===== src/rtl/crtx_pkg.sv =====
package crtx_pkg;
    localparam int IDX_W  = 3;
    localparam int BANK_W = 7;
    localparam int OFS_W  = 16;
    localparam int LIN_W  = BANK_W + OFS_W;
    localparam int DAT_W  = 8;

    localparam logic [IDX_W-1:0] SLOT_MODE = 3'd3;
    localparam logic [IDX_W-1:0] SLOT_BANK = 3'd4;

    // divider for a scale code; 0 marks a reserved code
    function automatic logic [3:0] scale_to_div(input logic [2:0] code);
        logic [3:0] d;
        unique case (code)
            3'b000:  d = 4'd1;
            3'b001:  d = 4'd2;
            3'b010:  d = 4'd3;
            3'b011:  d = 4'd4;
            3'b101:  d = 4'd6;
            3'b111:  d = 4'd8;
            default: d = 4'd0;
        endcase
        return d;
    endfunction
endpackage


===== src/rtl/crtx_regfile.sv =====
module crtx_regfile
    import crtx_pkg::*;
(
    input  logic             clk,
    input  logic             rst_n,
    input  logic             idx_we,
    input  logic [DAT_W-1:0] idx_wdata,
    input  logic             dat_we,
    input  logic [DAT_W-1:0] dat_wdata,
    output logic [IDX_W-1:0] idx_q,
    output logic [DAT_W-1:0] mode_q,
    output logic [BANK_W-1:0] bank_q,
    output logic [DAT_W-1:0] rdata
);
    localparam int SLOTS = 1 << IDX_W;

    logic [SLOTS-1:0] slot_we;

    genvar g;
    generate
        for (g = 0; g < SLOTS; g++) begin : g_dec
            assign slot_we[g] = dat_we && (idx_q == IDX_W'(g));
        end
    endgenerate

    always_ff @(posedge clk) begin
        if (!rst_n) begin
            idx_q <= '0;
        end else if (idx_we) begin
            idx_q <= idx_wdata[IDX_W-1:0];
        end
    end

    always_ff @(posedge clk) begin
        if (!rst_n) begin
            mode_q <= '0;
        end else if (slot_we[SLOT_MODE]) begin
            mode_q <= dat_wdata;
        end
    end

    always_ff @(posedge clk) begin
        if (!rst_n) begin
            bank_q <= '0;
        end else if (slot_we[SLOT_BANK]) begin
            bank_q <= dat_wdata[BANK_W-1:0];
        end
    end

    always_comb begin
        unique case (idx_q)
            SLOT_MODE: rdata = mode_q;
            SLOT_BANK: rdata = {{(DAT_W-BANK_W){1'b0}}, bank_q};
            default:   rdata = '0;
        endcase
    end
endmodule


===== src/rtl/crtx_mode_decode.sv =====
module crtx_mode_decode
    import crtx_pkg::*;
(
    input  logic [DAT_W-1:0] mode_q,
    output logic             ext_mode,
    output logic [1:0]       vid_delay,
    output logic [3:0]       clk_div,
    output logic             scale_err
);
    always_comb begin
        ext_mode  = mode_q[7];
        vid_delay = mode_q[4:3];
        clk_div   = scale_to_div(mode_q[2:0]);
        scale_err = (clk_div == 4'd0);
    end
endmodule


===== src/rtl/crtx_aperture.sv =====
module crtx_aperture
    import crtx_pkg::*;
(
    input  logic              ext_mode,
    input  logic [BANK_W-1:0] bank_q,
    input  logic [OFS_W-1:0]  ap_offset,
    output logic [LIN_W-1:0]  lin_addr,
    output logic              legacy_sel
);
    always_comb begin
        legacy_sel = !ext_mode;
        if (ext_mode) begin
            lin_addr = {bank_q, ap_offset};
        end else begin
            lin_addr = {{BANK_W{1'b0}}, ap_offset};
        end
    end
endmodule


===== src/rtl/crtx_ext_top.sv =====
module crtx_ext_top
    import crtx_pkg::*;
(
    input  logic             clk,
    input  logic             rst_n,
    input  logic             idx_we,
    input  logic [7:0]       idx_wdata,
    input  logic             dat_we,
    input  logic [7:0]       dat_wdata,
    output logic [7:0]       dat_rdata,
    input  logic [15:0]      ap_offset,
    output logic [22:0]      lin_addr,
    output logic             legacy_sel,
    output logic             ext_mode,
    output logic [1:0]       vid_delay,
    output logic [3:0]       clk_div,
    output logic             scale_err
);
    logic [IDX_W-1:0]  idx_q;
    logic [DAT_W-1:0]  mode_q;
    logic [BANK_W-1:0] bank_q;

    crtx_regfile u_regs (
        .clk       (clk),
        .rst_n     (rst_n),
        .idx_we    (idx_we),
        .idx_wdata (idx_wdata),
        .dat_we    (dat_we),
        .dat_wdata (dat_wdata),
        .idx_q     (idx_q),
        .mode_q    (mode_q),
        .bank_q    (bank_q),
        .rdata     (dat_rdata)
    );

    crtx_mode_decode u_dec (
        .mode_q    (mode_q),
        .ext_mode  (ext_mode),
        .vid_delay (vid_delay),
        .clk_div   (clk_div),
        .scale_err (scale_err)
    );

    crtx_aperture u_ap (
        .ext_mode   (ext_mode),
        .bank_q     (bank_q),
        .ap_offset  (ap_offset),
        .lin_addr   (lin_addr),
        .legacy_sel (legacy_sel)
    );
endmodule


===== config.mk =====
export PLATFORM = sky130hd
export DESIGN_NAME = crtx_ext_top
export DESIGN_NICKNAME = d
export VERILOG_FILES = /design/src/rtl/crtx_pkg.sv /design/src/rtl/crtx_regfile.sv /design/src/rtl/crtx_mode_decode.sv /design/src/rtl/crtx_aperture.sv /design/src/rtl/crtx_ext_top.sv
export SDC_FILE = /design/constraint.sdc
export NUM_CORES = 1
export LEC_CHECK = 0
export BUFFER_PORTS_ARGS = -buffer_cell sky130_fd_sc_hd__clkbuf_2
export CAP_MARGIN = 5
export CORE_MARGIN = 2
export CORE_UTILIZATION = 40
export CTS_BUF_LIST = sky130_fd_sc_hd__clkbuf_8 sky130_fd_sc_hd__clkbuf_16
export CTS_CLUSTER_DIAMETER = 150
export DETAILED_ROUTE_END_ITERATION = 7
export GPL_ROUTABILITY_DRIVEN = 0
export MAX_ROUTING_LAYER = met4
export PLACE_DENSITY = 0.8
export REMOVE_ABC_BUFFERS = 1
export SLEW_MARGIN = 0
export SYNTH_ARGS = -nofsm -noshare
export SYNTH_HDL_FRONTEND = slang
export SYNTH_SLANG_ARGS = --single-unit

===== constraint.sdc =====
create_clock -name clk -period 1.4 [get_ports clk]
set_input_delay 0.35 -clock clk [delete_from_list [all_inputs] [get_ports clk]]
set_output_delay 0.35 -clock clk [all_outputs]
set_load 0.01 [all_outputs]

## Word level (Yosys, flattened, before mapping)

Index checks and enable logic that the tools add are counted.
W data, S select, Z words.

- Register bits: 18
- Input bits: 36
- Logic and storage cells: 18

- Equality and inequality tests: 7
- Mux-type cells: 3
- Reduce and logical (&&, ||, !) cells: 5

Operator list:

| kind | count |
|---|---|
| $pmux W4 S6 | 1 |
| $mux W23 | 1 |
| $pmux W8 S2 | 1 |
| $eq A3 B2 Y1 const B | 3 |
| $eq A3 B3 Y1 const B | 3 |
| $logic_not A4 Y1 | 1 |
| $eq A3 B1 Y1 const B | 1 |
| $logic_not A3 Y1 | 1 |
| $logic_and A1 B1 Y1 | 2 |
| $logic_not A1 Y1 | 1 |

## Longest topological paths before layout

Gate-level depths: netlist of run 1.

- Depth after elaboration: 3
- Mapped depth: 4
- Depth with buffers taken out: 2

## By module

From an unflattened synthesis of run 1, not the netlist that was laid out.

- Cells, all modules: 115
- Area total of the unflattened synthesis: 1031.0 um^2

Modules (own cells, without submodules):

| module | instances | cells each | area each (um^2) | seq. area each (um^2) |
|---|---|---|---|---|
| crtx_regfile | 1 | 81 | 794.5 | 360.3 |
| crtx_aperture | 1 | 24 | 167.7 | 0.0 |
| crtx_mode_decode | 1 | 10 | 68.8 | 0.0 |

## Least setup slack after synthesis of run 1

Ideal clock, no wire load.

- Path kind: register to output
- Start: reg u_regs.idx_q[0]
- End: out dat_rdata[0]
- Data arrival time: 879 ps
- Path slack: 171 ps
- Stages on the path, launching flop included: 4
- Buffers on the path: 1
- Path through: dfxtp_1 -> and3b_1 -> clkbuf_2 -> a22o_1

- Longest elaborated chain between the ends: 2
- Elaborated cells between the ends (all ways): 3
- Those cells by class: eq/ne (2); mux (1)

Ends and longest elaborated chain:

| item | line | text |
|---|---|---|
| start, declared | crtx_regfile.sv:10 | `output logic [IDX_W-1:0] idx_q,` |
| start signal, assigned | crtx_regfile.sv:30 | `idx_q <= idx_wdata[IDX_W-1:0];` |
| $eq A3 B3 Y1 or $eq A3 B2 Y1 (tied branches) | crtx_regfile.sv:51 | `unique case (idx_q)` |
| $pmux W8 S2 * | crtx_regfile.sv:51 |  |
| end, declared | crtx_ext_top.sv:10 | `output logic [7:0] dat_rdata,` |

Mark *: on every way between the ends. The rest lies on a longest branch, timed or not.

## Final worst setup path of run 1

- Start: reg u_regs.idx_q[1]
- End: out dat_rdata[1]

The elaborated chain is that of the path after synthesis.

==> results.py, run 1 <==
metrics = {
    "cts": {
        "cts_max_path_buffers": 2,
        "hold_buffers": 0,
        "clockRootBuffer": "clkbuf_8",
        "cts.reportedPaths.clkPinSlew_ns": 0.06,
        "cts_tree": "built",
        "htree_levels": 1,
        "insertion_delay_ns": 0.26,
        "cts.sinks": 18,
        "cts_buffers": 3,
    },
    "cells_and_area": {
        "finalNonFillerCells": 168,
        "nFillCells": 235,
        "area_growth_pct": 19.1,
        "n_antenna_cell": 0,
        "final_cell_mix": "clkbuf_2, nand2_1, mux2i_1, dfxtp_1, and2_1",
        "nets": 175,
        "final_util": 0.499,
        "final_common_cell": "clkbuf_2",
        "drive_gt1_frac": 0.428,
    },
    "die": {
        "die_w_um": 54.7,
        "std_cell_rows": 18,
        "initial_core_util": 0.419,
        "num_io_pins": 76,
        "coreArea_um2": 2450,
        "dieHeight_um": 54.7,
        "die_area_um2": 3000,
    },
    "routing": {
        "wl_per_cell_um": 14.2,
        "dr_total_vias": 840,
        "ant_nets": 0,
        "drt_iter0_drc": 5,
        "via_per_inst": 5.00,
        "totalWireLength_um": 2380,
        "drt_first_pass_iters": 4,
        "drc_errors": 0,
    },
    "yosys": {
        "synth_fa_ha_area_frac": 0,
        "synth_edf_count": 0,
        "synth.cell_area_um2": 1030,
        "ys_types": 19,
        "synth_compound_area_frac": 0.0668,
        "synth_ff_type": "dfxtp_1",
        "synth-simple-area-share": 0.226,
        "synthArstFlopShare": 0,
        "syn_inst": 113,
        "synth_xor_area_frac": 0,
        "yosysWarnings": 0,
        "synth_mux_area_frac": 0.185,
        "yosys_register_bits": 18,
        "seq_area_frac_synth": 0.350,
        "syn_area_per_cell_um2": 9.11,
        "synth_top_family_by_area": "simple AND/OR/NAND/NOR gates",
    },
    "pwr": {
        "comb_power_share": 0.093,
        "pwr-share-seq": 0.505,
        "power.density_nw_per_um2": 859,
        "clockPowerShare": 0.403,
        "irDropWorstVdd_mv": 0.637,
        "intPower_uw": 823,
        "switching_share": 0.219,
        "p_leak_uw": 0.000604,
        "p_switching_uw": 230,
    },
    "sta": {
        "rsz0062_at_grt": "yes",
        "hold_violations": 0,
        "slew_violations": 0,
        "slew_headroom": 0.688,
        "tightest_slew_ns": 0.468,
        "worst_slack_ns": -0.165,
        "clock_skew_ns": 0.00776,
        "layout_min_cycle_time_ns": 1.56,
        "fmax_ghz": 0.639,
        "post-route-period-util": 1.12,
        "setup_viol": 8,
    },
    "job": {
        "drv_cap": 0,
    },
    "critical_path": {
        "startpoint_type": "flop",
        "cp_slowest_stage_delay_ns": 0.34,
        "path_max_fanout": 7,
        "critPathSlowestCell": "dfxtp_2",
        "critPathKind": "reg2out",
        "cp_top_family": "flip-flops",
        "required_ns": 1.05,
        "crit_buf_inv": 2,
        "cp-startpoint": "u_regs.idx_q[1]",
        "cp-end-kind": "output pin",
        "crit_arrival_ns": 1.21,
        "path_cells": "nor3b_4 > buf_12 > a22o_1 > buf_2",
        "regToRegStartpoint": "u_regs.idx_q[2]",
    },
    "worst_hold_path": {
        "hold_class": "in2reg",
        "min_from": "dat_wdata[7]",
    },
    "run_status": {
        "violations": "setup timing",
        "outcome": "finished, violations left",
    },
    "global_route": {
        "grt_use_total": 0.177,
        "grt_pass1_wl_um": 3550,
        "grt_pass1_vias": 747,
        "grt_overflow": 0,
        "grt_max_degree": 27,
        "antenna_found_initial": 0,
    },
    "placement": {
        "dp_hpwl_um": 1770,
        "port_buffers": 38,
        "pre_cts_slack_ns": -0.0780,
        "place_inst": 161,
    },
}
[layer usage]
metal  vias to the layer above  wire, um  global-route usage
met5                         -         0                   -
met4                         0         0              0.0625
met3                         0       346               0.115
met2                        50      1150               0.262
met1                       383       887               0.190
li1                        407         -                   -
[cells in the mapped netlist (2+ instances only)]
master | n | area, um^2
buf_2 | 3 | 15.0
mux2i_1 | 19 | 190
nand2_1 | 23 | 86.3
nor2b_1 | 4 | 25.0
buf_4 | 19 | 143
and2_1 | 8 | 50.1
a22o_1 | 7 | 61.3
nand2b_1 | 2 | 12.5
dfxtp_1 | 18 | 360
[path summary, 6_finish.rpt]
path | endpoint | slack, ns | cells past startpoint
worst max-delay path | dat_rdata[1] | -0.16 | 4
worst min-delay path | u_regs.mode_q[7] | 0.32 | 3
worst max register to register | u_regs.mode_q[6] | 0.22 | 4
worst min register to register | u_regs.bank_q[2] | 0.47 | 2
[cells by family (layout without fill, tap and decap cells)]
group / after synthesis / count (layout)
compound gates: 8 / 8
buf+inv: 25 / 50
flops: 18 / 18
mux: 19 / 19
simple gates: 43 / 43
[flip-flops by register name, summed over array words and instances (netlist names)]
signal,cells
u_regs.mode_q,8
u_regs.bank_q,7
u_regs.idx_q,3
[metrics by stage]
stage	setup TNS, ns	hold slack (ns)	cell area, um^2	total power, uW
global route	-1.66	0.343	1230	1090
floorplan	0	0.434	856	584
detailed placement	-0.424	0.464	1110	634
global placement	-0.282	0.442	1110	628
CTS	-1.38	0.311	1210	1070
finish	-1.24	0.319	1230	1050
[power by group through the flow]
stage                     clock, uW  combinational (uW)  sequential [uW]
after CTS                       438                97.6              533
final                           424                97.5              531
after detailed placement          0                87.3              546
after global routing            452                 107              533
after global placement            0                82.9              545
after floorplan                   0                38.8              545
[tightest hold or removal path, delay by kind of cell]
family / cells / cell delay, ns
simple gates: 1 / 0.05
buf+inv: 1 / 0.08
mux: 1 / 0.05
[final cells by class]
class / count / area [um^2] / area share
clock buffer: 4 / 55.1 / 0.0449
inverter: 1 / 3.75 / 0.00306
multi-input combinational: 70 / 500 / 0.408
sequential: 18 / 374 / 0.305
tap: 30 / 37.5 / 0.0306
timing repair buffer: 45 / 255 / 0.208
[what timing repair did]
action,CTS,global route
setup buffers,2,1
gates resized for setup,10,8
setup endpoints to repair,17,10
pin swaps,7,4
(Power assumes the default switching activity.)
==> run 2, diff against run 1 <==
--- a/config.mk
+++ b/config.mk
@@ -5,16 +5,17 @@
 export SDC_FILE = /design/constraint.sdc
 export NUM_CORES = 1
 export LEC_CHECK = 0
+export ABC_AREA = 1
 export BUFFER_PORTS_ARGS = -buffer_cell sky130_fd_sc_hd__clkbuf_2
 export CAP_MARGIN = 5
 export CORE_MARGIN = 2
-export CORE_UTILIZATION = 40
+export CORE_UTILIZATION = 41
 export CTS_BUF_LIST = sky130_fd_sc_hd__clkbuf_8 sky130_fd_sc_hd__clkbuf_16
 export CTS_CLUSTER_DIAMETER = 150
 export DETAILED_ROUTE_END_ITERATION = 7
 export GPL_ROUTABILITY_DRIVEN = 0
 export MAX_ROUTING_LAYER = met4
-export PLACE_DENSITY = 0.8
+export PLACE_DENSITY = 0.79
 export REMOVE_ABC_BUFFERS = 1
 export SLEW_MARGIN = 0
 export SYNTH_ARGS = -nofsm -noshare
==> results.py, run 2 <==
metrics = {
    "run_status": {
        "outcome": "finished, violations left",
        "violations": "setup timing",
    },
    "critical_path": {
        "critPathKind": "reg2out",
        "r2r_cells": 7,
        "startpoint_type": "flop",
        "timing.rr.end": "u_regs.bank_q[4]",
        "path_max_fanout": 7,
        "rrSetupSlack_ns": 0.23,
        "cp-startpoint": "u_regs.idx_q[1]",
        "cp-end-kind": "output pin",
        "crit_arrival_ns": 1.20,
        "required_ns": 1.05,
        "regToRegStartpoint": "u_regs.idx_q[1]",
        "crit_end": "dat_rdata[5]",
    },
    "placement": {
        "placed_area_um2": 1290,
        "dp_hpwl_um": 2050,
        "port_buffers": 38,
        "place_inst": 242,
    },
    "die": {
        "dieHeight_um": 56.9,
        "die_w_um": 56.9,
        "num_io_pins": 76,
        "initial_core_util": 0.423,
        "std_cell_rows": 19,
        "coreArea_um2": 2710,
        "die_area_um2": 3230,
    },
    "job": {
        "drv_cap": 0,
    },
    "cts": {
        "cts.reportedPaths.clkPinSlew_ns": 0.07,
        "insertion_delay_ns": 0.26,
        "cts_tree": "built",
        "cts_buffers": 3,
        "cts_max_path_buffers": 2,
        "hold_buffers": 0,
        "htree_levels": 1,
        "cts.sinks": 18,
        "clockRootBuffer": "clkbuf_8",
    },
    "yosys": {
        "yosys_register_bits": 18,
        "synth_common_cells": "inv_1, nand2_1, nor2_1",
        "synthMostInstantiatedCell": "inv_1",
        "synthTopCellsByArea": "dfxtp_1, inv_1, nand2_1",
        "synthArstFlopShare": 0,
        "syn_area_per_cell_um2": 6.13,
        "synth_ff_type": "dfxtp_1",
        "syn_inst": 187,
        "yosysWarnings": 0,
        "ys_types": 15,
        "synth.cell_area_um2": 1150,
        "synth_top_area_share": 0.314,
        "synth_edf_count": 0,
        "yosysTopAreaCell": "dfxtp_1",
        "seq_area_frac_synth": 0.314,
    },
    "pwr": {
        "p_leak_uw": 0.000803,
        "power_uw": 1170,
        "clockPowerShare": 0.368,
        "irDropWorstVdd_mv": 0.777,
        "intPower_uw": 863,
        "pwr-share-seq": 0.468,
        "comb_power_share": 0.164,
        "p_switching_uw": 307,
        "switching_share": 0.262,
        "power.density_nw_per_um2": 816,
    },
    "sta": {
        "slew_violations": 0,
        "rsz0062_at_grt": "yes",
        "layout_min_cycle_time_ns": 1.55,
        "tightest_slew_ns": 0.400,
        "worst_slack_ns": -0.151,
        "slew_headroom": 0.732,
        "fin_worst_hold_slack_ns": 0.316,
        "clock_skew_ns": 0.00150,
        "setup_viol": 8,
        "fin_tns_setup_ns": -0.927,
        "hold_violations": 0,
        "fmax_ghz": 0.645,
        "post-route-period-util": 1.11,
    },
    "cells_and_area": {
        "top_regs": "u_regs.mode_q x8, u_regs.bank_q x7, u_regs.idx_q x3",
        "fin_area_um2": 1430,
        "largest_reg_flops": 8,
        "nFillCells": 293,
        "drive_gt1_frac": 0.356,
        "n_antenna_cell": 0,
        "area_growth_pct": 25.1,
        "nets": 253,
        "final_common_cell": "inv_1",
        "regMostFlops": "u_regs.mode_q",
        "finalNonFillerCells": 247,
        "final_cell_mix": "inv_1, nand2_1, clkbuf_2, nor2_1, dfxtp_1",
    },
    "routing": {
        "drt_first_pass_iters": 4,
        "totalWireLength_um": 2820,
        "ant_nets": 0,
        "drc_errors": 0,
        "via_per_inst": 4.68,
        "wl_per_cell_um": 11.4,
        "dr_total_vias": 1155,
        "drt_iter0_drc": 36,
    },
    "global_route": {
        "grt_pass1_wl_um": 4730,
        "grt_pass1_vias": 1019,
        "grt_use_total": 0.200,
        "grt_overflow": 0,
        "antenna_found_initial": 0,
        "grt_max_degree": 19,
    },
    "worst_hold_path": {
        "hold_class": "in2reg",
    },
}
[run 2: cell type report]
class,instances,area [um^2],area share
inverters,47,176,0.123
clock buffers,4,55.1,0.0384
multi-input cells,98,509,0.355
well taps,31,38.8,0.0271
repair buffers,49,280,0.195
flip-flops and latches,18,374,0.261
[run 2: how the worst min path moves through the flow]
stage                                 from          endpoint  slack (ns)  cells after the start
after floorplan                      rst_n  u_regs.mode_q[0]        0.47                      2
after global placement    u_regs.mode_q[6]  u_regs.mode_q[6]        0.51                      4
after detailed placement  u_regs.mode_q[5]  u_regs.mode_q[5]        0.52                      4
after CTS                     idx_wdata[0]   u_regs.idx_q[0]        0.31                      3
after global routing          idx_wdata[0]   u_regs.idx_q[0]        0.33                      3
final                         idx_wdata[0]   u_regs.idx_q[0]        0.32                      3
[run 2: power groups by stage]
stage / Sequential [uW] / Clock [uW] / Combinational (uW)
2_1_floorplan: 562 / 0 / 85.6
3_3_place_gp: 557 / 0 / 173
3_5_place_dp: 558 / 0 / 176
4_1_cts: 548 / 446 / 188
5_1_grt: 549 / 468 / 223
6_report: 547 / 431 / 192
[run 2: logic make-up after synthesis]
family | Yosys count | synth area share
AO/OA/AOI/OAI | 13 | 0.0644
buffers and inverters | 71 | 0.296
AND/OR/NAND/NOR | 85 | 0.325
flip-flops | 18 | 0.314
[run 2: what timing repair did]
action | 4_1_cts | 5_1_grt
setup buffers | 0 | 1
endpoints found under the setup margin | 9 | 15
pin swaps | 3 | 3
gates resized for setup | 17 | 18
[run 2: per-layer routing]
layer | global-route usage | wire length [um] | part of all wire
met4 | 0.0930 | 46 | 0.016
met3 | 0.0922 | 346 | 0.12
met2 | 0.261 | 1220 | 0.43
met1 | 0.260 | 1210 | 0.43
met5 | - | 0 | 0
[run 2: metrics by stage]
step	utilization	worst slack, ns
2_1_floorplan	-	0.0753
3_3_place_gp	0.475	-0.0104
3_5_place_dp	0.475	-0.0433
4_1_cts	0.515	-0.175
5_1_grt	0.529	-0.228
6_report	0.529	-0.151
[run 2: worst max-delay path, stage by stage (launching register included)]
cell     delay, ns
dfxtp_2       0.34
buf_6         0.12
nor2_4        0.10
nand2_4       0.11
o22ai_2       0.12
buf_2         0.15
==> run 3, diff against run 2 <==
--- a/config.mk
+++ b/config.mk
@@ -9,14 +9,13 @@
 export BUFFER_PORTS_ARGS = -buffer_cell sky130_fd_sc_hd__clkbuf_2
 export CAP_MARGIN = 5
 export CORE_MARGIN = 2
-export CORE_UTILIZATION = 41
-export CTS_BUF_LIST = sky130_fd_sc_hd__clkbuf_8 sky130_fd_sc_hd__clkbuf_16
+export CORE_UTILIZATION = 43
+export CTS_BUF_LIST = sky130_fd_sc_hd__clkbuf_4
 export CTS_CLUSTER_DIAMETER = 150
 export DETAILED_ROUTE_END_ITERATION = 7
 export GPL_ROUTABILITY_DRIVEN = 0
 export MAX_ROUTING_LAYER = met4
-export PLACE_DENSITY = 0.79
-export REMOVE_ABC_BUFFERS = 1
+export PLACE_DENSITY = 0.82
 export SLEW_MARGIN = 0
 export SYNTH_ARGS = -nofsm -noshare
 export SYNTH_HDL_FRONTEND = slang
==> results.py, run 3 (synthesized netlist as in run 2, its figures left out) <==
metrics = {
    "run_status": {
        "outcome": "finished, violations left",
        "violations": "setup timing",
    },
    "placement": {
        "pre_cts_slack_ns": -0.00478,
        "dp_hpwl_um": 1990,
        "port_buffers": 38,
    },
    "yosys": {
        "synth_nets": 223,
    },
    "pwr": {
        "power.density_nw_per_um2": 702,
        "p_leak_uw": 0.000821,
        "comb_power_share": 0.204,
        "switching_share": 0.290,
        "irDropWorstVdd_mv": 0.399,
        "intPower_uw": 722,
        "clockPowerShare": 0.261,
        "p_switching_uw": 296,
        "pwr-share-seq": 0.535,
    },
    "sta": {
        "fmax_ghz": 0.618,
        "rsz0062_at_grt": "yes",
        "worst_slack_ns": -0.218,
        "fin_tns_setup_ns": -1.52,
        "slew_headroom": 0.748,
        "tightest_slew_ns": 0.377,
        "layout_min_cycle_time_ns": 1.62,
        "setup_viol": 8,
        "clock_skew_ns": 0.00796,
        "hold_violations": 0,
        "post-route-period-util": 1.16,
        "slew_violations": 0,
    },
    "cells_and_area": {
        "nFillCells": 248,
        "area_growth_pct": 26.5,
        "final_cell_mix": "inv_1, nand2_1, clkbuf_2, nor2_1, buf_2",
        "n_antenna_cell": 0,
        "nets": 254,
        "largest_reg_flops": 8,
        "regMostFlops": "u_regs.mode_q",
        "drive_gt1_frac": 0.373,
        "final_common_cell": "inv_1",
        "top_regs": "u_regs.mode_q x8, u_regs.bank_q x7, u_regs.idx_q x3",
    },
    "cts": {
        "cts.sinks": 18,
        "cts.reportedPaths.clkPinSlew_ns": 0.10,
        "cts_max_path_buffers": 2,
        "cts_tree": "built",
        "clockRootBuffer": "clkbuf_4",
        "htree_levels": 1,
        "cts_buffers": 3,
        "insertion_delay_ns": 0.29,
    },
    "worst_hold_path": {
        "hold_class": "in2reg",
    },
    "routing": {
        "dr_total_vias": 1181,
        "route.met2.wl_um": 1410,
        "wl_per_cell_um": 11.0,
        "drc_errors": 0,
        "drt_iter0_drc": 32,
        "via_per_inst": 4.78,
        "ant_nets": 0,
        "met1_length_um": 1130,
        "highest_layer": "met4",
        "totalWireLength_um": 2720,
        "drt_first_pass_iters": 4,
        "wl_met3_um": 158,
    },
    "die": {
        "die_area_um2": 3090,
        "dieHeight_um": 55.6,
        "coreArea_um2": 2500,
        "std_cell_rows": 18,
        "initial_core_util": 0.458,
        "die_w_um": 55.6,
        "num_io_pins": 76,
    },
    "global_route": {
        "grt_overflow": 0,
        "grt_pass1_vias": 1036,
        "grt_max_degree": 19,
        "grt_pass1_wl_um": 4320,
        "grt_use_total": 0.176,
        "antenna_found_initial": 0,
    },
    "critical_path": {
        "critPathKind": "reg2out",
        "startpoint_type": "flop",
        "crit_arrival_ns": 1.27,
        "cp-end-kind": "output pin",
        "path_max_fanout": 7,
        "required_ns": 1.05,
    },
    "job": {
        "drv_cap": 0,
    },
}
[run 3: cell count changes in the layout (fill, tap and decap cells not counted), sizes merged]
cell | previous run | this run
clkinv | 0 | 1
clkbuf | 34 | 28
buf | 19 | 25
[run 3: worst paths after layout]
kind,slack [ns],endpoint,startpoint,depth (start not counted)
setup / recovery,-0.22,dat_rdata[6],u_regs.idx_q[0],5
hold / removal,0.28,u_regs.idx_q[1],idx_wdata[1],3
setup reg to reg,0.07,u_regs.mode_q[7],u_regs.idx_q[0],7
hold reg to reg,0.55,u_regs.mode_q[6],u_regs.mode_q[6],4
[run 3: timing repair]
item / CTS / global route
endpoints found under the setup margin: 9 / 17
hold buffers: 0 / 0
buffers inserted: 1 / 1
resized for setup: 19 / 32
pin swaps: 5 / 8
[run 3: power groups by stage]
stage               sequential (uW)  combinational, uW  clock, uW
floorplan                       556                155          0
global placement                554                175          0
detailed placement              555                180          0
CTS                             545                200        274
global route                    548                233        289
finish                          544                208        266
[run 3: metrics by stage]
step                 util  power [uW]  instances  hold WS [ns]  area (um^2)
floorplan               -         711        187         0.463         1150
global placement    0.515         729        241         0.510         1290
detailed placement  0.515         735        241         0.513         1290
CTS                 0.556        1020        246         0.276         1390
global route        0.580        1070        247         0.324         1450
finish              0.580        1020        247         0.282         1450
[run 3: metal layers]
metal | track usage | up-vias
li1 | - | 605
met1 | 0.214 | 528
met2 | 0.284 | 44
met3 | 0.0372 | 4
met4 | 0.0697 | 0
met5 | - | -
[run 3: layout make-up]
class | count | area, um^2 | area share
clock inverter | 1 | 3.75 | 0.00259
clock buffer | 3 | 22.5 | 0.0155
inverter | 47 | 181 | 0.125
tap | 30 | 37.5 | 0.0259
timing repair buffer | 50 | 302 | 0.208
sequential | 18 | 374 | 0.258
multi-input combinational | 98 | 529 | 0.365
[run 3: critical path, cell delays in order, from the launching register on]
cell and delay [ns]:
dfxtp_2 0.34, buf_6 0.12, nor2_4 0.13, nand2_4 0.11, o22ai_2 0.13, buf_2 0.15
